### src/rtl/doorbell_pkg.sv
package doorbell_pkg;
    typedef enum logic [1:0] {
        WIN_NONE,
        WIN_CFG,
        WIN_SET,
        WIN_CLR
    } win_kind_t;
endpackage

### src/rtl/doorbell_decode.sv
module doorbell_decode
    import doorbell_pkg::*;
#(
    parameter int unsigned ADDR_W    = 8,
    parameter int unsigned NUM_CORES = 4,
    parameter int unsigned NUM_BOX   = 4,
    parameter int unsigned CFG_BASE  = 'h50,
    parameter int unsigned SET_BASE  = 'h80,
    parameter int unsigned CLR_BASE  = 'hC0,
    localparam int unsigned SLOTS    = NUM_CORES * NUM_BOX,
    localparam int unsigned SLOT_W   = $clog2(SLOTS),
    localparam int unsigned CORE_W   = $clog2(NUM_CORES)
) (
    input  logic [ADDR_W-1:0] addr,
    output win_kind_t         kind,
    output logic [SLOT_W-1:0] slot,
    output logic [CORE_W-1:0] core
);
    localparam int unsigned CFG_WORD = CFG_BASE / 4;
    localparam int unsigned SET_WORD = SET_BASE / 4;
    localparam int unsigned CLR_WORD = CLR_BASE / 4;

    int unsigned word;

    always_comb begin
        word = 32'(addr[ADDR_W-1:2]);
        kind = WIN_NONE;
        slot = '0;
        core = '0;
        if (addr[1:0] == 2'b00) begin
            if (word >= CFG_WORD && word < CFG_WORD + NUM_CORES) begin
                kind = WIN_CFG;
                core = CORE_W'(word - CFG_WORD);
            end else if (word >= SET_WORD && word < SET_WORD + SLOTS) begin
                kind = WIN_SET;
                slot = SLOT_W'(word - SET_WORD);
            end else if (word >= CLR_WORD && word < CLR_WORD + SLOTS) begin
                kind = WIN_CLR;
                slot = SLOT_W'(word - CLR_WORD);
            end
        end
    end
endmodule

### src/rtl/doorbell_mailbox.sv
module doorbell_mailbox #(
    parameter int unsigned DATA_W = 32
) (
    input  logic              clk,
    input  logic              rst_n,
    input  logic [DATA_W-1:0] set_mask,
    input  logic [DATA_W-1:0] clr_mask,
    output logic [DATA_W-1:0] contents
);
    // A bit both set and cleared in one cycle ends up set.
    always_ff @(posedge clk) begin
        if (!rst_n) contents <= '0;
        else        contents <= (contents & ~clr_mask) | set_mask;
    end

    assert_set_sticks_R2: assert property (@(posedge clk) disable iff (!rst_n)
        (set_mask != '0) |=> ((contents & $past(set_mask)) == $past(set_mask)));

    assert_clear_drops_R3: assert property (@(posedge clk) disable iff (!rst_n)
        ((clr_mask & ~set_mask) != '0) |=> ((contents & $past(clr_mask & ~set_mask)) == '0));

    assert_idle_holds_R4: assert property (@(posedge clk) disable iff (!rst_n)
        (set_mask == '0 && clr_mask == '0) |=> $stable(contents));
endmodule

### src/rtl/doorbell_gate.sv
module doorbell_gate #(
    parameter int unsigned DATA_W  = 32,
    parameter int unsigned NUM_BOX = 4,
    localparam int unsigned CFG_W  = 2 * NUM_BOX
) (
    input  logic                      clk,
    input  logic                      rst_n,
    input  logic                      cfg_we,
    input  logic [DATA_W-1:0]         wdata,
    input  logic [NUM_BOX*DATA_W-1:0] boxes,
    output logic [CFG_W-1:0]          cfg_q,
    output logic [NUM_BOX-1:0]        irq,
    output logic [NUM_BOX-1:0]        fiq
);
    always_ff @(posedge clk) begin
        if (!rst_n)      cfg_q <= '0;
        else if (cfg_we) cfg_q <= wdata[CFG_W-1:0];
    end

    always_comb begin
        for (int m = 0; m < NUM_BOX; m++) begin
            irq[m] = cfg_q[m]           & (|boxes[m*DATA_W +: DATA_W]);
            fiq[m] = cfg_q[m + NUM_BOX] & (|boxes[m*DATA_W +: DATA_W]);
        end
    end

    assert_cfg_written_R5: assert property (@(posedge clk) disable iff (!rst_n)
        cfg_we |=> (cfg_q == $past(wdata[CFG_W-1:0])));

    assert_cfg_held_R9: assert property (@(posedge clk) disable iff (!rst_n)
        !cfg_we |=> $stable(cfg_q));
endmodule

### src/rtl/doorbell_unit.sv
module doorbell_unit
    import doorbell_pkg::*;
#(
    parameter int unsigned ADDR_W    = 8,
    parameter int unsigned DATA_W    = 32,
    parameter int unsigned NUM_CORES = 4,
    parameter int unsigned NUM_BOX   = 4,
    localparam int unsigned SLOTS    = NUM_CORES * NUM_BOX,
    localparam int unsigned SLOT_W   = $clog2(SLOTS),
    localparam int unsigned CORE_W   = $clog2(NUM_CORES),
    localparam int unsigned CFG_W    = 2 * NUM_BOX
) (
    input  logic              clk,
    input  logic              rst_n,
    input  logic              bus_en,
    input  logic              bus_we,
    input  logic [ADDR_W-1:0] bus_addr,
    input  logic [DATA_W-1:0] bus_wdata,
    output logic [DATA_W-1:0] bus_rdata,
    output logic [SLOTS-1:0]  irq_req,
    output logic [SLOTS-1:0]  fiq_req
);
    win_kind_t         kind;
    logic [SLOT_W-1:0] slot;
    logic [CORE_W-1:0] core;
    logic              wr_go;
    logic              rd_go;

    logic [DATA_W-1:0]       box_q [SLOTS];
    logic [SLOTS*DATA_W-1:0] box_flat;
    logic [CFG_W-1:0]        cfg_q [NUM_CORES];

    assign wr_go = bus_en &  bus_we;
    assign rd_go = bus_en & ~bus_we;

    doorbell_decode #(
        .ADDR_W(ADDR_W), .NUM_CORES(NUM_CORES), .NUM_BOX(NUM_BOX)
    ) decode_i (
        .addr(bus_addr), .kind(kind), .slot(slot), .core(core)
    );

    for (genvar s = 0; s < SLOTS; s++) begin : g_box
        logic [DATA_W-1:0] set_mask;
        logic [DATA_W-1:0] clr_mask;
        assign set_mask = (wr_go && kind == WIN_SET && slot == SLOT_W'(s)) ? bus_wdata : '0;
        assign clr_mask = (wr_go && kind == WIN_CLR && slot == SLOT_W'(s)) ? bus_wdata : '0;
        doorbell_mailbox #(.DATA_W(DATA_W)) box_i (
            .clk(clk), .rst_n(rst_n),
            .set_mask(set_mask), .clr_mask(clr_mask),
            .contents(box_q[s])
        );
        assign box_flat[s*DATA_W +: DATA_W] = box_q[s];
    end

    for (genvar c = 0; c < NUM_CORES; c++) begin : g_core
        logic cfg_we;
        assign cfg_we = wr_go && kind == WIN_CFG && core == CORE_W'(c);
        doorbell_gate #(.DATA_W(DATA_W), .NUM_BOX(NUM_BOX)) gate_i (
            .clk(clk), .rst_n(rst_n),
            .cfg_we(cfg_we), .wdata(bus_wdata),
            .boxes(box_flat[c*NUM_BOX*DATA_W +: NUM_BOX*DATA_W]),
            .cfg_q(cfg_q[c]),
            .irq(irq_req[c*NUM_BOX +: NUM_BOX]),
            .fiq(fiq_req[c*NUM_BOX +: NUM_BOX])
        );
    end

    always_ff @(posedge clk) begin
        if (!rst_n) begin
            bus_rdata <= '0;
        end else if (rd_go) begin
            unique case (kind)
                WIN_CFG: bus_rdata <= DATA_W'(cfg_q[core]);
                WIN_CLR: bus_rdata <= box_q[slot];
                WIN_SET: bus_rdata <= '0;
                default: bus_rdata <= '0;
            endcase
        end
    end

    assert_set_reads_zero_R8: assert property (@(posedge clk) disable iff (!rst_n)
        (rd_go && kind == WIN_SET) |=> (bus_rdata == '0));

    assert_hole_reads_zero_R9: assert property (@(posedge clk) disable iff (!rst_n)
        (rd_go && kind == WIN_NONE) |=> (bus_rdata == '0));

    assert_rdata_held_R4: assert property (@(posedge clk) disable iff (!rst_n)
        !rd_go |=> $stable(bus_rdata));
endmodule

### config.mk
export PLATFORM = sky130hd
export DESIGN_NAME = doorbell_unit
export DESIGN_NICKNAME = d
export VERILOG_FILES = /design/src/rtl/doorbell_pkg.sv /design/src/rtl/doorbell_decode.sv /design/src/rtl/doorbell_mailbox.sv /design/src/rtl/doorbell_gate.sv /design/src/rtl/doorbell_unit.sv
export SDC_FILE = /design/constraint.sdc
export NUM_CORES = 2
export LEC_CHECK = 0
export ABC_CLOCK_PERIOD_IN_PS = 3600
export BUFFER_PORTS_ARGS = -buffer_cell sky130_fd_sc_hd__buf_2
export CORE_MARGIN = 1.5
export CORE_UTILIZATION = 45
export CTS_CLUSTER_DIAMETER = 50
export CTS_CLUSTER_SIZE = 28
export DETAILED_ROUTE_END_ITERATION = 12
export HOLD_SLACK_MARGIN = 0.1
export PLACE_DENSITY = 0.73
export SLEW_MARGIN = 25
export SYNTH_ARGS = -nofsm -noshare
export SYNTH_HDL_FRONTEND = slang
export SYNTH_HIERARCHICAL = 1
export SYNTH_SLANG_ARGS = --single-unit
export TNS_END_PERCENT = 30
### constraint.sdc
create_clock -name clk -period 3.6 [get_ports clk]
set_input_delay 0.72 -clock clk [delete_from_list [all_inputs] [get_ports clk]]
set_output_delay 0.72 -clock clk [all_outputs]
set_load 0.01 [all_outputs]
==> run_results.csv <==
group,metric,value,unit
run_status,status,"complete, no violations",
yosys,yosys.area.top_type,"dfxtp_1",
grt,grt_pass1_wl,153,mm
timing,max_slew_margin,29.1,%
grt,grt_overflow,0,
yosys,synth_edf_count,0,
grt,grtUsageTotal,26.2,%
layout,drive_gt1_share,13.6,%
floorplanning,start_util,45.4,%
floorplanning,fp.coreArea,73000,sq um
yosys,syn_area,33100,sq um
yosys,ys_async_sr_fraction,0,%
clock_network,cts_tree,"yes",
timing,rsz0062_at_grt,"no",
clock_network,clockBufferDepth,3,
yosys,syn_inst,3543,
yosys,synth-simple-area-share,34.4,%
routing,vias,25500,
place,port-buffer-count,107,
layout,regArea,11500,sq um
yosys,synth_compound_area_share,14.1,%
clock_network,numClockSinks,576,
timing,worstMarginPinSlew,1060,ps
yosys,ys.flop_type,"dfxtp_1",
grt,antenna_found_initial,5,
routing,viasPerCell,5.65,
timing,setup_tns,0,ps
routing,remaining_drc_errors,0,
critical_path,critical_path_required,2880,ps
pwr,powerDensity,395,nW/um^2
timing,fin_skew,21.8,ps
pwr,p_leak,14.5,nW
yosys,synth.avg_cell_area,9.35,sq um
floorplanning,dieArea,75200,sq um
timing,hold_viol,0,
critical_path,critical_path_arrival,2530,ps
critical_path,cp-end-kind,"primary output",
clock_network,hold_buffers,0,
timing,slew_viol_final,0,
grt,grt_max_degree,172,
floorplanning,io_pins,108,
clock_network,path_clk_slew,70,ps
place,hpwl,65.9,mm
yosys,synth_seq_area_share,34.8,%
layout,utilization,50.0,%
clock_network,htreeDepth,3,
yosys,synth_xor_area_share,0,%
yosys,synth_mux_area_share,11.8,%
layout,final_nets,3534,
yosys,synth_cell_types,38,
pwr,p_total,14.4,mW
timing,max_clock_freq,308,MHz
yosys,yosysWarnings,6,
timing,layout_min_cycle_time,3250,ps
run,maxCapViolCount,0,
floorplanning,die_h,274,um
yosys,synth_seq_cells,576,
clock_network,cts_made_buffers,66,
clock_network,post_cts_buffers,0,
pwr,ir_worst_vdd,314,uV
clock_network,insertion_delay,620,ps
critical_path,path_class,"flip-flop to primary output",
yosys,yosysTopAreaCellShare,34.8,%
yosys,synth_top_family_by_area,"simple AND/OR/NAND/NOR gates",
routing,routedWlPerCell,22.0,um
clock_network,root_buffer,"clkbuf_16",
critical_path,rrSetupSlack,1870,ps
timing,finalSetupViolCount,0,
critical_path,worstPathMaxFanout,3,
clock_network,cts_resized,0,
floorplanning,die_w,274,um
yosys,synth.net_count,3587,
yosys,synth_fa_ha_area_share,0,%
layout,n_antenna_cell,0,
yosys,synth_area_leaders,"dfxtp_1 (35%), and2_1 (19%), o21a_1 (12%), nor2b_1 (10%), mux4_2 (9.2%)",
floorplanning,rows,99,
place,gp_congestion,0.973,
layout,area_growth,10.1,%
grt,grt_pass1_vias,24300,
routing,firstDrtPassIters,5,
routing,wl,99.1,mm
layout,multi_input_area,20100,sq um
critical_path,start_kind,"flip-flop",
worst_hold_path,min_path_type,"flip-flop to flip-flop",
routing,drt_iter0_markers,2253,
layout,fillers,6582,
timing,timing.final.crit_share,90.3,%
routing,ant_nets,0,
-- cells in the final DEF (no fill, tap or decap), types with 6 or more instances in the layout --
| cell | count |
|---|---|
| a22oi_1 | 10 |
| inv_6 | 9 |
| dfxtp_1 | 576 |
| nor4_2 | 10 |
| o2111ai_1 | 6 |
| mux4_2 | 136 |
| nand2_1 | 14 |
| nor2_1 | 7 |
| nor4_1 | 120 |
| o21a_1 | 517 |
| o21ai_1 | 28 |
| and2_1 | 1027 |
| inv_8 | 11 |
| a21boi_1 | 32 |
| nand3_1 | 8 |
| buf_12 | 11 |
| mux2i_1 | 86 |
| clkbuf_16 | 73 |
| clkbuf_8 | 6 |
| a2bb2oi_1 | 24 |
| nor2b_1 | 548 |
| buf_4 | 59 |
| and4_1 | 33 |
| nor2_2 | 31 |
| buf_2 | 106 |
-- metal layers --
metal  GRT usage, %  vias up  share of wire, %  routed length [um]
li1               -    11900                 -                   -
met1           36.0    12500                44               43400
met2           40.0      865                44               43600
met3           6.31      176               8.9                8810
met4           9.12        6               3.4                3350
met5              0        -             0.039                  39
-- flip-flops by register name (all words and copies together) (netlist names) --
name	cells
g_box.box_i/contents	512
bus_rdata	32
g_core.gate_i/cfg_q	32
-- path summary, 6_finish.rpt --
check / start / endpoint / cells past startpoint
hold / removal: bus_rdata[8] / bus_rdata[8] / 2
hold reg to reg: bus_rdata[8] / bus_rdata[8] / 2
setup / recovery: g_box[11].box_i/contents[25] / irq_req[11] / 4
setup reg to reg: g_box[1].box_i/contents[3] / bus_rdata[3] / 4
-- power breakdown --
part / internal [mW] / switching (mW) / leakage, nW
Clock: 4.31 / 3.19 / 1.20
Sequential: 6.37 / 0.00639 / 4.64
Combinational: 0.132 / 0.390 / 8.70
-- final cells by class --
type	count	area share, %
Timing Repair Buffer	177	3.31
Tap cell	959	3.29
Clock inverter	41	1.43
Clock buffer	81	5.25
Sequential cell	576	31.6
Inverter	3	0.0309
Multi-Input combinational cell	2666	55.1
-- cell usage after synthesis, drive strengths merged (2+ instances only) --
cell     count
mux2i       86
nor4b        2
a22oi       10
a21o         3
mux4       136
a32oi        4
and4b        2
a21boi      32
nor2        39
a2bb2oi     24
nor4       130
o2111ai      6
nand2b       5
o21ai       28
buf         92
nand2       15
o21a       517
clkbuf     206
nand3        8
and4        33
inv          3
dfxtp      576
nor2b      548
and2      1030
-- stage by stage --
step | instance area (sq um) | worst slack, ps | cells | hold slack (ps)
3_5_place_dp | 34000 | 401 | 4381 | 466
6_report | 36500 | 349 | 4503 | 482
3_3_place_gp | 34000 | 366 | 4381 | 457
5_1_grt | 36500 | 236 | 4503 | 491
2_1_floorplan | 33100 | 599 | 3543 | 493
4_1_cts | 36500 | 423 | 4503 | 476
-- worst max-delay path, cell delays in order, from the launching register on --
cell and delay, ps:
dfxtp_1 330, nor4_1 690, and4_1 570, a21boi_1 160, buf_2 170
-- kinds of logic (layout without fill, tap and decap cells) --
kind of cell | Yosys count | count (layout)
compound gates | 626 | 626
simple gates | 1818 | 1818
mux | 222 | 222
flops | 576 | 576
buf+inv | 301 | 302
(Power assumes the default switching activity.)
